$ cat config.mk
export PLATFORM = sky130hd
export DESIGN_NAME = msg_chan
export DESIGN_NICKNAME = d
export VERILOG_FILES = /design/src/rtl/msg_chan_pkg.sv /design/src/rtl/msg_chan_ctrl.sv /design/src/rtl/msg_chan_store.sv /design/src/rtl/msg_chan.sv
export SDC_FILE = /design/constraint.sdc
export NUM_CORES = 1
export LEC_CHECK = 0
export BUFFER_PORTS_ARGS = -buffer_cell sky130_fd_sc_hd__buf_2
export CORE_UTILIZATION = 50
export DETAILED_ROUTE_END_ITERATION = 10
export PLACE_DENSITY = 0.68
export SYNTH_ARGS = -nofsm -noshare
export SYNTH_HDL_FRONTEND = slang
export SYNTH_SLANG_ARGS = --single-unit
$ cat constraint.sdc
create_clock -name clk_i -period 6.6 [get_ports clk_i]
set_input_delay 0.99 -clock clk_i [delete_from_list [all_inputs] [get_ports clk_i]]
set_output_delay 0.99 -clock clk_i [all_outputs]
set_load 0.02 [all_outputs]
$ cat src/rtl/msg_chan_pkg.sv
package msg_chan_pkg;
  typedef enum logic [1:0] {
    WR_NONE    = 2'd0,
    WR_APPEND  = 2'd1,
    WR_REPLACE = 2'd2,
    WR_MERGE   = 2'd3
  } wr_act_e;
endpackage

$ cat src/rtl/msg_chan_ctrl.sv
module msg_chan_ctrl
  import msg_chan_pkg::*;
#(
  parameter  int DEPTH = 4,
  localparam int CW    = $clog2(DEPTH + 1),
  localparam int IW    = (DEPTH > 1) ? $clog2(DEPTH) : 1
) (
  input  logic          clk_i,
  input  logic          rst_ni,
  input  logic          push_i,
  input  logic          push_force_i,
  input  logic          merge_mode_i,
  input  logic          pop_i,
  output logic          pop_do_o,
  output logic          empty_o,
  output wr_act_e       act_o,
  output logic [IW-1:0] wr_idx_o,
  output logic [CW-1:0] count_o,
  output logic [CW-1:0] free_o
);
  logic [CW-1:0] cnt_q, cnt_d, cnt_pop;
  logic          room;

  assign empty_o  = (cnt_q == '0);
  assign pop_do_o = pop_i & ~empty_o;
  // pop is applied before the push decision
  assign cnt_pop  = cnt_q - CW'(pop_do_o);
  assign room     = (cnt_pop != CW'(DEPTH));

  always_comb begin
    act_o = WR_NONE;
    if (push_i) begin
      if (room)              act_o = WR_APPEND;
      else if (push_force_i) act_o = merge_mode_i ? WR_MERGE : WR_REPLACE;
    end
  end

  assign wr_idx_o = IW'(cnt_pop);
  assign cnt_d    = cnt_pop + CW'(act_o == WR_APPEND);

  always_ff @(posedge clk_i or negedge rst_ni) begin
    if (!rst_ni) cnt_q <= '0;
    else         cnt_q <= cnt_d;
  end

  assign count_o = cnt_q;
  assign free_o  = CW'(DEPTH) - cnt_q;
endmodule

$ cat src/rtl/msg_chan_store.sv
module msg_chan_store
  import msg_chan_pkg::*;
#(
  parameter  int DEPTH = 4,
  parameter  int WIDTH = 32,
  localparam int IW    = (DEPTH > 1) ? $clog2(DEPTH) : 1
) (
  input  logic             clk_i,
  input  logic             rst_ni,
  input  logic             pop_do_i,
  input  wr_act_e          act_i,
  input  logic [IW-1:0]    wr_idx_i,
  input  logic [WIDTH-1:0] data_i,
  output logic [WIDTH-1:0] head_o
);
  logic [WIDTH-1:0] slot_q [DEPTH];

  for (genvar g = 0; g < DEPTH; g++) begin : g_slot
    logic [WIDTH-1:0] shifted, nxt;

    if (g < DEPTH - 1) begin : g_mid
      assign shifted = pop_do_i ? slot_q[g+1] : slot_q[g];
    end else begin : g_tail
      // vacated tail slot is cleared on pop
      assign shifted = pop_do_i ? '0 : slot_q[g];
    end

    always_comb begin
      nxt = shifted;
      unique case (act_i)
        WR_APPEND:  if (wr_idx_i == IW'(g)) nxt = data_i;
        WR_REPLACE: if (g == DEPTH - 1)     nxt = data_i;
        WR_MERGE:   if (g == DEPTH - 1)     nxt = slot_q[g] | data_i;
        default:    nxt = shifted;
      endcase
    end

    always_ff @(posedge clk_i or negedge rst_ni) begin
      if (!rst_ni) slot_q[g] <= '0;
      else         slot_q[g] <= nxt;
    end
  end

  assign head_o = slot_q[0];
endmodule

$ cat src/rtl/msg_chan.sv
module msg_chan
  import msg_chan_pkg::*;
#(
  parameter  int DEPTH = 4,
  parameter  int WIDTH = 32,
  localparam int CW    = $clog2(DEPTH + 1),
  localparam int IW    = (DEPTH > 1) ? $clog2(DEPTH) : 1
) (
  input  logic             clk_i,
  input  logic             rst_ni,
  input  logic             push_i,
  input  logic             push_force_i,
  input  logic             merge_mode_i,
  input  logic [WIDTH-1:0] push_data_i,
  output logic             push_ok_o,
  input  logic             pop_i,
  output logic             pop_valid_o,
  output logic [WIDTH-1:0] pop_data_o,
  output logic [CW-1:0]    count_o,
  output logic [CW-1:0]    free_o
);
  logic             pop_do, empty;
  wr_act_e          act;
  logic [IW-1:0]    wr_idx;
  logic [WIDTH-1:0] head;

  msg_chan_ctrl #(.DEPTH(DEPTH)) u_ctrl (
    .clk_i        (clk_i),
    .rst_ni       (rst_ni),
    .push_i       (push_i),
    .push_force_i (push_force_i),
    .merge_mode_i (merge_mode_i),
    .pop_i        (pop_i),
    .pop_do_o     (pop_do),
    .empty_o      (empty),
    .act_o        (act),
    .wr_idx_o     (wr_idx),
    .count_o      (count_o),
    .free_o       (free_o)
  );

  msg_chan_store #(.DEPTH(DEPTH), .WIDTH(WIDTH)) u_store (
    .clk_i    (clk_i),
    .rst_ni   (rst_ni),
    .pop_do_i (pop_do),
    .act_i    (act),
    .wr_idx_i (wr_idx),
    .data_i   (push_data_i),
    .head_o   (head)
  );

  assign push_ok_o   = (act != WR_NONE);
  assign pop_valid_o = ~empty;
  assign pop_data_o  = empty ? '0 : head;
endmodule

Word level (Yosys, flattened, before mapping)
Cells that the tools add are included.
{"block": "op_classes", "n_mux": 17, "n_eq_ne": 7, "reduce_logical": 3, "bitwise": 3, "add_sub_neg": 3}
{"op": "two-way mux 32 bit", "n": 12}
{"op": "one-hot mux 32 bit (3 select lines)", "n": 1}
{"op": "OR 32 bit", "n": 1}
{"op": "== test 2 bit, second input constant", "n": 4}
{"op": "two-way mux 2 bit", "n": 3}
{"op": "== test 2 x 1 -> 1 bit, second input constant", "n": 2}
{"op": "adder 3 x 1 -> 3 bit", "n": 1}
{"op": "logical NOT 3 bit", "n": 1}
{"op": "inequality test 3 bit, second input constant", "n": 1}
{"op": "subtractor 3 x 1 -> 3 bit", "n": 1}
{"op": "subtractor 3 bit, first input constant", "n": 1}
{"op": "logical NOT 2 bit", "n": 1}
{"op": "nonzero test 2 bit", "n": 1}
{"op": "AND 1 bit", "n": 1}
{"op": "two-way mux 1 bit", "n": 1}
{"op": "NOT 1 bit", "n": 1}
{"block": "word_totals", "regBits": 131, "in_bits": 38, "elab_cells": 38, "out_inout_bits": 40}

Logic depth before layout (Yosys ltp)
Gate-level depths: netlist of run 1.
{"block": "logic_depth", "word_depth": 9, "depth_mapped": 14, "mapped_depth_nobuf": 13}

Hierarchy
A second synthesis of run 1 with hierarchy kept.
{"block": "unflattened", "cells_unflattened": 697, "hier_area_um2": 7076.8}
{"module": "msg_chan_store", "n_inst": 1, "seq_area_each_um2": 3203.1, "area_per_inst_um2": 6592.6, "cells_each": 634}
{"module": "msg_chan_ctrl", "n_inst": 1, "seq_area_each_um2": 75.1, "area_per_inst_um2": 251.5, "cells_each": 26}
{"module": "msg_chan", "n_inst": 1, "seq_area_each_um2": 0.0, "area_per_inst_um2": 232.7, "cells_each": 37}

Worst setup path before layout of run 1
OpenSTA, ideal clock, no wires.
{"block": "synth_timing", "path_type": "register to output", "startpoint": "register u_ctrl.cnt_q[0] (netlist: u_ctrl.count_o[0])", "endpoint": "output port push_ok_o", "path_stages_with_launch": 12, "n_path_buf": 1, "t_required_ps": 5610, "arrival_ps": 2647, "slack_ps": 2963, "path_cell_list": "dfrtp_1 inv_1 ha_1 ha_1 nand2b_1 buf_2 nor2_1 ha_1 xor2_2 nand3_1 o21ai_0 inv_1"}
{"block": "synth_via", "elab_chain_cells": 8}
{"item": "start: declaration", "line": "msg_chan_ctrl.sv:21", "text": "logic [CW-1:0] cnt_q, cnt_d, cnt_pop;"}
{"item": "start signal: assignment", "line": "msg_chan_ctrl.sv:43", "text": "else cnt_q <= cnt_d;"}
{"item": "logical NOT 3 bit", "line": "msg_chan_ctrl.sv:24", "text": "assign empty_o = (cnt_q == '0);"}
{"item": "NOT 1 bit", "line": "msg_chan_ctrl.sv:25", "text": "assign pop_do_o = pop_i & ~empty_o;"}
{"item": "AND 1 bit", "line": "msg_chan_ctrl.sv:25"}
{"item": "subtractor 3 x 1 -> 3 bit (*)", "line": "msg_chan_ctrl.sv:27", "text": "assign cnt_pop = cnt_q - CW'(pop_do_o);"}
{"item": "inequality test 3 bit (*)", "line": "msg_chan_ctrl.sv:28", "text": "assign room = (cnt_pop != CW'(DEPTH));"}
{"item": "two-way mux 2 bit (*)", "line": "msg_chan_ctrl.sv:33", "text": "if (room) act_o = WR_APPEND;"}
{"item": "two-way mux 2 bit (*)", "line": "msg_chan_ctrl.sv:32", "text": "if (push_i) begin"}
{"item": "nonzero test 2 bit (*)", "line": "msg_chan.sv:52", "text": "assign push_ok_o = (act != WR_NONE);"}
{"item": "end: declaration", "line": "msg_chan.sv:15", "text": "output logic push_ok_o,"}
Every way passes the cells marked *; elsewhere a longest branch is shown, timed or not.

Worst setup path after layout of run 1
Same ends and word-level chain as after synthesis.

==> results of run 1 <==
==> final timing paths <==
check,from,to,depth (start not counted)
max,u_ctrl.count_o[0],push_ok_o,12
max reg2reg,u_ctrl.count_o[0],u_store.head_o[10],11
min in group asynchronous,rst_ni,u_ctrl.count_o[2],1
min reg2reg,u_store.slot_q[50],u_store.slot_q[82],2
min,u_store.slot_q[50],u_store.slot_q[82],2
max in group asynchronous,rst_ni,u_store.slot_q[6],2
==> worst max-delay path: stages, from the launching register on <==
cell	delay, ns
dfrtp_1	0.60
inv_1	0.10
ha_1	0.21
ha_1	0.17
buf_4	0.26
nand2b_4	0.55
nor2_1	0.30
ha_1	0.27
xor2_2	0.29
nand3_1	0.22
o21ai_0	0.35
inv_1	0.08
buf_2	0.17
==> layout make-up <==
type                       count  share of cell area (%)
sequential                   131                    43.6
multi-input combinational    531                    39.8
clock buffer                  26                    6.64
timing repair buffer          85                    5.96
tap                          172                    2.86
clock inverter                 5                   0.666
inverter                      10                   0.499
==> through the flow <==
step	area, µm²	util (%)	total power (µW)	hold slack [ns]
after detailed placement	6970	55.0	3120	0.522
final	7520	59.3	3980	0.538
after CTS	7520	59.3	4010	0.538
after floorplan	6510	-	2650	0.496
after global routing	7520	59.3	4280	0.553
after global placement	6970	55.0	3050	0.517
==> sequential cells by signal, indices dropped and copies added (netlist names) <==
register,count
u_ctrl.count_o,3
u_store.head_o,32
u_store.slot_q,96
==> per-layer routing <==
metal	global-route usage, %	wire, µm	part of all wire, %
met4	7.35	150	0.95
met5	0	0	0
met1	31.8	6860	43
met3	5.91	775	4.9
met2	42.5	8000	51
==> cell families (layout without fill, tap and decap cells) <==
kind of cell               Yosys count  count (layout)  share of synthesized area (%)
and+or+nand+nor                    319             319                           20.6
AOI/OAI and AO/OA                  168             168                           17.1
DFF                                131             131                           50.4
buffers and inverters               65             126                           4.40
muxes                               35              35                           5.61
adders and majority gates            5               5                          0.961
xor gates and xnor gates             4               4                          0.942
==> cell usage after synthesis, drive strengths merged (2+ instances only) <==
master / instances / share of area (%)
dfrtp: 131 / 50
a221oi: 4 / 0.54
inv: 10 / 0.58
nand3b: 2 / 0.23
o22ai: 2 / 0.19
xnor2: 3 / 0.69
and2b: 3 / 0.35
nand3: 11 / 0.92
clkbuf: 39 / 2.3
a221o: 8 / 1.2
nor2b: 32 / 3.1
buf: 16 / 1.5
nand2: 197 / 11
mux2: 2 / 0.35
ha: 5 / 0.96
mux2i: 33 / 5.3
o21ai: 56 / 4.4
nor2: 69 / 4.0
a21oi: 8 / 0.62
o41ai: 2 / 0.67
nor3: 3 / 0.48
a32oi: 23 / 3.1
a31oi: 64 / 6.2
==> report_power, final <==
part           switching (µW)  internal (µW)  total [µW]  leakage [µW]
Clock                     328            553         881      0.000274
Sequential                233           1190        1420       0.00166
Combinational            1060            613        1680       0.00151
Total                    1620           2360        3980       0.00345
==> results_dict.tcl, run 1 <==
set metrics [dict create \
    arrival_ns 3.99 \
    start_util_pct 51.4 \
    cts-resized-gates 0 \
    startpoint_type "flop" \
    ant_nets 0 \
    crit_path_max_fanout 63 \
    detailed_place_hpwl_um 9540 \
    die_h_um 116 \
    dieArea_um2 13500 \
    min_period_over_period_pct 75.4 \
    avgSynthCellArea_um2 8.95 \
    worstHoldPathType "flop to flop" \
    antenna_found_initial 0 \
    worst_pin_slew_ns 1.03 \
    r2r_slack_ns 2.13 \
    ir_worst_vdd_mv 0.224 \
    seq_area_um2 3280 \
    htreeDepth 4 \
    cts_tree "done" \
    vias_per_cell 5.68 \
    powerDensity_nw_per_um2 530 \
    maxCapViolations 0 \
    cts_buffer_depth 2 \
    synth.distinct_cells 40 \
    fin_crit_ns 4.98 \
    multi_input_area_um2 2990 \
    fin_skew_ns 0.0107 \
    outcome "finished clean" \
    core_area_um2 12700 \
    required_ns 5.61 \
    final_nets 819 \
    fp.dieW_um 116 \
    drt-total-wl_um 15800 \
    relSlewSlack_pct 31.1 \
    final_layout_size_suffix_gt1_share_pct 16.2 \
    final_cell_mix "nand2_1 (197), dfrtp_1 (131), buf_2 (76), nor2_1 (69), a31oi_1 (64)" \
    drt_iter0_markers 442 \
    grt_pass1_wl_um 25900 \
    setup.worst_path.end_class "output port" \
    layout_commonest_cell "nand2_1" \
    grt_max_degree 73 \
    rsz0062_at_grt "no" \
    fill_cells 1126 \
    ys_warn_count 0 \
    cts_buffers 17 \
    row_count 41 \
    setup_tns_ns 0 \
    synth-edff-count 0 \
    total_leakage_power_uw 0.00345 \
    dp.cells 929 \
    route.detailed.drc 0 \
    synth_area_um2 6510 \
    netlist_instances 727 \
    syn_to_final_growth_pct 15.5 \
    grt-ovfl-total 0 \
    finalSetupViolCount 0 \
    hold_viol 0 \
    path_clk_slew_ns 0.05 \
    syn_nets 770 \
    ys_ff_latch 131 \
    yosysSeqAreaShare_pct 50.4 \
    insertedDiodeCount 0 \
    cts.hold.buffers_added 0 \
    root_buffer "clkbuf_16" \
    io_buffer_count 77 \
    max_freq_ghz 0.201 \
    ys_dominant_reg_cell "dfrtp_1" \
    place_congestion 0.828 \
    setup_ws_ns 1.62 \
    cts.sinks 131 \
    dp_slack_ns 2.04 \
    drt-wirelength-per-cell_um 16.5 \
    synthArstFlopShare_pct 100 \
    cts_setup_buffers 0 \
    critPathKind "flop to output port" \
    final_cells 960 \
    io_pins 78 \
    grtUsageTotal_pct 25.0 \
    insertion_delay_ns 0.41 \
    via_count 5451 \
    finalMaxSlewViolations 0 \
    dr.pass1.iters 6 \
    grt_pass1_vias 5330 \
]
Note: power is estimated with default switching activity, not from simulation.
==> inputs of run 2 (changes only) <==
==> constraint.sdc (replaced) <==
create_clock -name clk_i -period 5 [get_ports clk_i]
set_input_delay 0.75 -clock clk_i [delete_from_list [all_inputs] [get_ports clk_i]]
set_output_delay 0.75 -clock clk_i [all_outputs]
set_load 0.02 [all_outputs]
==> run 2 against run 1 <==
  * Sequential power grew 32%
  * First-iteration DRC count shrank 13%
  * Worst setup slack lost 0.64 ns
  * Cell area grew 1.2%
  * Via count grew 0.75%
  * Die area is the same
  * Combinational power grew 33%
  * Core utilization grew 0.73 points
  * Sequential cell count is the same
  * Clock-buffer cell count shrank 3
  * Sequential share of layout area shrank 0.53 points
  * Register-to-register slack lost 0.78 ns
  * Largest cell class unchanged
  * Highest routed layer unchanged
==> results_dict.tcl, run 2 (synthesis results as in run 1) <==
set metrics [dict create \
    cts.sinks 131 \
    dieArea_um2 13500 \
    power.switching_uw 2170 \
    grtUsageTotal_pct 25.6 \
    die_h_um 116 \
    root_buffer "clkbuf_16" \
    insertedDiodeCount 0 \
    final_cell_mix "nand2_1 (197), dfrtp_1 (131), buf_2 (76), nor2_1 (69), a31oi_1 (64)" \
    antenna_found_initial 0 \
    layout_commonest_cell "nand2_1" \
    cts_tree "done" \
    wl_met3_um 587 \
    p_comb_share_pct 41.3 \
    grt_max_degree 80 \
    drt-wirelength-per-cell_um 16.3 \
    drt-total-wl_um 15700 \
    dr.pass1.iters 5 \
    cts.hold.buffers_added 0 \
    final_nets 821 \
    maxCapViolations 0 \
    crit_path_frequent_cell "ha_1" \
    setup_tns_ns 0 \
    powerDensity_nw_per_um2 709 \
    grt_pass1_wl_um 26700 \
    detailed_place_hpwl_um 9710 \
    path_delay_family "adder cells" \
    path_clk_slew_ns 0.06 \
    vias_per_cell 5.70 \
    seq_power_share_pct 34.8 \
    start_util_pct 51.4 \
    crit_path_max_fanout 9 \
    setup.worst_path.end_class "output port" \
    cts_setup_buffers 0 \
    cts_buffers 17 \
    swShare_pct 40.2 \
    syn_to_final_growth_pct 16.9 \
    finalSetupViolCount 0 \
    ir_worst_vdd_mv 0.253 \
    required_ns 4.25 \
    total_leakage_power_uw 0.00349 \
    place_congestion 0.858 \
    critPathKind "flop to output port" \
    largest_reg_flops 96 \
    fp.dieW_um 116 \
    fin_util_pct 60.1 \
    finalMaxSlewViolations 0 \
    cp-startpoint "u_ctrl.count_o[0]" \
    r2r_slack_ns 1.35 \
    fin_skew_ns 0.00890 \
    m1WireLength_um 7120 \
    grt-ovfl-total 0 \
    worst_pin_slew_ns 0.958 \
    route.detailed.drc 0 \
    arrival_ns 3.26 \
    htreeDepth 4 \
    cts-resized-gates 0 \
    fin_crit_ns 4.01 \
    io_pins 78 \
    ant_nets 0 \
    relSlewSlack_pct 35.9 \
    io_buffer_count 77 \
    max_freq_ghz 0.249 \
    row_count 41 \
    clkPwrFrac_pct 23.9 \
    top_register "u_store.slot_q" \
    worstHoldPathType "primary input to async pin" \
    grt_pass1_vias 5496 \
    drt_iter0_markers 386 \
    hold_viol 0 \
    via_count 5492 \
    insertion_delay_ns 0.42 \
    cts_buffer_depth 2 \
    route.met2.wl_um 7710 \
    startpoint_type "flop" \
    outcome "finished clean" \
    final_layout_size_suffix_gt1_share_pct 16.9 \
    slowest_delay_ns 0.59 \
    path_cells "inv_1 > ha_1 > ha_1 > nand2b_4 > nor2_1 > ha_1 > xor2_2 > nand3_1 > o21ai_0 > inv_1 > buf_2" \
    core_area_um2 12700 \
    top_layer "met4" \
    fill_cells 1135 \
    rsz0062_at_grt "no" \
    slowest_stage "dfrtp_1" \
    intPower_uw 3230 \
    min_period_over_period_pct 80.2 \
    crit_buf_inv 3 \
    r2r_start "u_ctrl.count_o[0]" \
]
[run 2: final cells by class]
class / count / area (µm²) / area share [%]
sequential: 131 / 3280 / 43.1
clock buffer: 23 / 488 / 6.41
multi-input combinational: 531 / 2990 / 39.3
timing repair buffer: 87 / 475 / 6.25
tap: 172 / 215 / 2.83
clock inverter: 9 / 126 / 1.66
inverter: 10 / 37.5 / 0.493
[run 2: worst paths after layout]
kind | end | depth (start not counted)
min in group clk_i | u_store.slot_q[79] | 2
max | push_ok_o | 11
min reg2reg | u_store.slot_q[79] | 2
max in group asynchronous | u_store.head_o[8] | 2
min | u_store.head_o[15] | 1
max reg2reg | u_store.slot_q[4] | 10
[run 2: power by group through the flow]
stage	clock network, µW	registers (µW)	logic, µW
2_1_floorplan	0	1810	1680
3_3_place_gp	0	1870	2150
3_5_place_dp	0	1890	2230
4_1_cts	1300	1880	2240
5_1_grt	1350	1940	2500
6_report	1290	1880	2230
[run 2: metal layers]
| metal | up-vias | track usage [%] |
|---|---|---|
| met5 | - | 0 |
| met4 | 0 | 10.2 |
| met3 | 27 | 4.86 |
| met2 | 141 | 42.8 |
| met1 | 2707 | 32.8 |
| li1 | 2617 | - |
[run 2: stage by stage]
| step | hold slack, ns | instances | total power (µW) | cell area [µm²] | worst slack, ns |
|---|---|---|---|---|---|
| CTS | 0.398 | 963 | 5420 | 7610 | 0.987 |
| global placement | 0.517 | 931 | 4010 | 7000 | 1.54 |
| detailed placement | 0.525 | 931 | 4110 | 7000 | 1.38 |
| global route | 0.441 | 963 | 5790 | 7610 | 0.742 |
| floorplan | 0.454 | 727 | 3490 | 6510 | 1.60 |
| finish | 0.383 | 963 | 5400 | 7610 | 0.990 |
==> inputs of run 3 (changes only) <==
--- a/config.mk
+++ b/config.mk
@@ -5,10 +5,11 @@
 export SDC_FILE = /design/constraint.sdc
 export NUM_CORES = 1
 export LEC_CHECK = 0
+export ABC_AREA = 1
 export BUFFER_PORTS_ARGS = -buffer_cell sky130_fd_sc_hd__buf_2
 export CORE_UTILIZATION = 50
 export DETAILED_ROUTE_END_ITERATION = 10
-export PLACE_DENSITY = 0.68
+export PLACE_DENSITY = 0.67
 export SYNTH_ARGS = -nofsm -noshare
 export SYNTH_HDL_FRONTEND = slang
 export SYNTH_SLANG_ARGS = --single-unit
==> constraint.sdc (replaced) <==
create_clock -name clk_i -period 4.1 [get_ports clk_i]
set_input_delay 0.615 -clock clk_i [delete_from_list [all_inputs] [get_ports clk_i]]
set_output_delay 0.615 -clock clk_i [all_outputs]
set_load 0.02 [all_outputs]
==> run 3 against run 2 <==
  * Die area up 26%
  * Clock-buffer cell count up 1
  * Via count up 49%
  * Synthesized cell count up 70%
  * Global-route usage up 3.6 points
  * Cell area up 23%
  * Sequential power up 13%
==> results_dict.tcl, run 3 <==
set metrics [dict create \
    outcome "finished clean" \
    route.detailed.drc 0 \
    start_util_pct 51.5 \
    final_cell_mix "nand2_1 (428), inv_1 (141), dfrtp_1 (131), o21ai_0 (112), nor2_1 (94)" \
    setup.worst_path.end_class "output port" \
    path_clk_slew_ns 0.06 \
    drt_iter0_markers 751 \
    hold_slack_ns 0.315 \
    dp_slack_ns 0.924 \
    synth_top_area_share_pct 39.7 \
    required_ns 3.48 \
    synth-edff-count 0 \
    fin_crit_ns 3.42 \
    cts_setup_buffers 0 \
    ys_dominant_reg_cell "dfrtp_1" \
    finalSetupViolCount 0 \
    ant_nets 0 \
    synth.distinct_cells 26 \
    maxCapViolations 0 \
    synthArstFlopShare_pct 100 \
    stdcell_area_um2 9340 \
    via_count 8157 \
    die_h_um 130 \
    ys_top_cells_by_area "dfrtp_1 (40%), nand2_1 (19%), o21ai_0 (6.8%), inv_1 (6.4%), nand3_1 (4.4%)" \
    crit_buf_inv 3 \
    insertedDiodeCount 0 \
    layout_commonest_cell "nand2_1" \
    grt_pass1_vias 7633 \
    setup_tns_ns 0 \
    antenna_found_initial 0 \
    cts-resized-gates 0 \
    syn_to_final_growth_pct 13.2 \
    htreeDepth 4 \
    ys_ff_latch 131 \
    root_buffer "clkbuf_16" \
    dpl_cell_area_um2 8650 \
    drt-wirelength-per-cell_um 15.8 \
    fill_cells 1615 \
    netlist_instances 1235 \
    drt-total-wl_um 23500 \
    cts_buffers 17 \
    core_area_um2 16000 \
    rsz0062_at_grt "no" \
    dr.pass1.iters 7 \
    grt-ovfl-total 0 \
    row_count 46 \
    max_freq_ghz 0.293 \
    fin_skew_ns 0.00573 \
    path_cells "inv_1 > ha_1 > ha_1 > inv_4 > nand2_4 > nand2_1 > nand2_2 > nand2_1 > nand2_2 > nand2_1 > buf_2" \
    cts.hold.buffers_added 0 \
    yosysTopAreaCell "dfrtp_1" \
    total_leakage_power_uw 0.00481 \
    startpoint_type "flop" \
    yosysMostFrequentCell "nand2_1" \
    powerDensity_nw_per_um2 791 \
    vias_per_cell 5.49 \
    syn_nets 1278 \
    grt_pass1_wl_um 38500 \
    path_delay_family "simple AND/OR/NAND/NOR gates" \
    crit_path_frequent_cell "nand2_1" \
    worstHoldPathType "primary input to async pin" \
    slowest_stage "nand2_1" \
    seq_area_um2 3280 \
    cts_tree "done" \
    final_cells 1487 \
    place_congestion 0.802 \
    critPathKind "flop to output port" \
    cts_buffer_depth 2 \
    dieArea_um2 17000 \
    final_layout_size_suffix_gt1_share_pct 11.1 \
    dp.cells 1455 \
    multi_input_area_um2 4000 \
    arrival_ns 2.80 \
    insertion_delay_ns 0.43 \
    grtUsageTotal_pct 29.2 \
    detailed_place_hpwl_um 13600 \
    slowest_delay_ns 0.53 \
    io_buffer_count 77 \
    largest_reg_flops 96 \
    top_register "u_store.slot_q" \
    grt_max_degree 105 \
    ys_warn_count 0 \
    relSlewSlack_pct 32.8 \
    io_pins 78 \
    hold_viol 0 \
    crit_path_max_fanout 25 \
    cts.sinks 131 \
    finalMaxSlewViolations 0 \
    worst_pin_slew_ns 1.01 \
    min_period_over_period_pct 83.3 \
    final_nets 1301 \
    fp.dieW_um 130 \
    avgSynthCellArea_um2 6.68 \
    yosysSeqAreaShare_pct 39.7 \
    setup_ws_ns 0.684 \
    ir_worst_vdd_mv 0.520 \
    synthTopCellsByCount "nand2_1 (428), inv_1 (141), dfrtp_1 (131)" \
    synth_area_um2 8250 \
]
==> run 3: cell count changes in the layout (fill, tap and decap cells not counted), sizes merged, moves of 28 or more <==
cell,change
nand2,+236
inv,+133
o21ai,+79
nand3,+63
nand4,+49
o211ai,+43
a31oi,-34
mux2i,-33
nor2b,-32
nor2,+28
==> run 3: power by group <==
group	internal, µW	leakage [µW]	switching (µW)
logic	1040	0.00276	2460
registers	1850	0.00171	272
clock network	1190	0.000338	584
total	4070	0.00481	3320
==> run 3: final timing paths <==
check	slack [ns]	start	endpoint	depth (start not counted)
max in group asynchronous	2.95	rst_ni	u_store.slot_q[38]	2
worst max-delay path	0.68	u_ctrl.count_o[0]	push_ok_o	11
worst min register to register	0.48	u_store.slot_q[27]	u_store.slot_q[27]	2
worst max register to register	0.94	u_ctrl.count_o[0]	u_ctrl.count_o[2]	13
min in group clk_i	0.46	push_data_i[27]	u_store.slot_q[27]	3
worst min-delay path	0.31	rst_ni	u_store.head_o[22]	1
==> run 3: kinds of logic after synthesis <==
family / count (synthesis) / synth area share [%]
AO/OA/AOI/OAI: 209 / 14.4
adder cells (fa/ha/maj): 5 / 0.758
buffers and inverters: 236 / 11.8
flip-flops: 131 / 39.7
XOR/XNOR: 1 / 0.106
AND/OR/NAND/NOR: 653 / 33.1
==> run 3: layout make-up <==
class,count,area share (%)
multi-input cells,868,42.8
flip-flops and latches,131,35.1
repair buffers,96,5.99
inverters,144,5.83
clock buffers,24,5.59
well taps,216,2.89
clock inverters,8,1.80
==> run 3: metal layers <==
layer / vias up / routed length [µm] / GRT usage, %
li1: 4019 / - / -
met1: 3845 / 11100 / 41.4
met2: 274 / 10700 / 46.8
met3: 19 / 1400 / 3.46
met4: 0 / 249 / 8.79
met5: - / 0 / 0
==> run 3: through the flow <==
stage               total power, µW  utilization (%)
floorplan                      4730                -
global placement               5520             54.1
detailed placement             5580             54.1
CTS                            7380             58.4
global route                   7970             58.4
finish                         7390             58.4
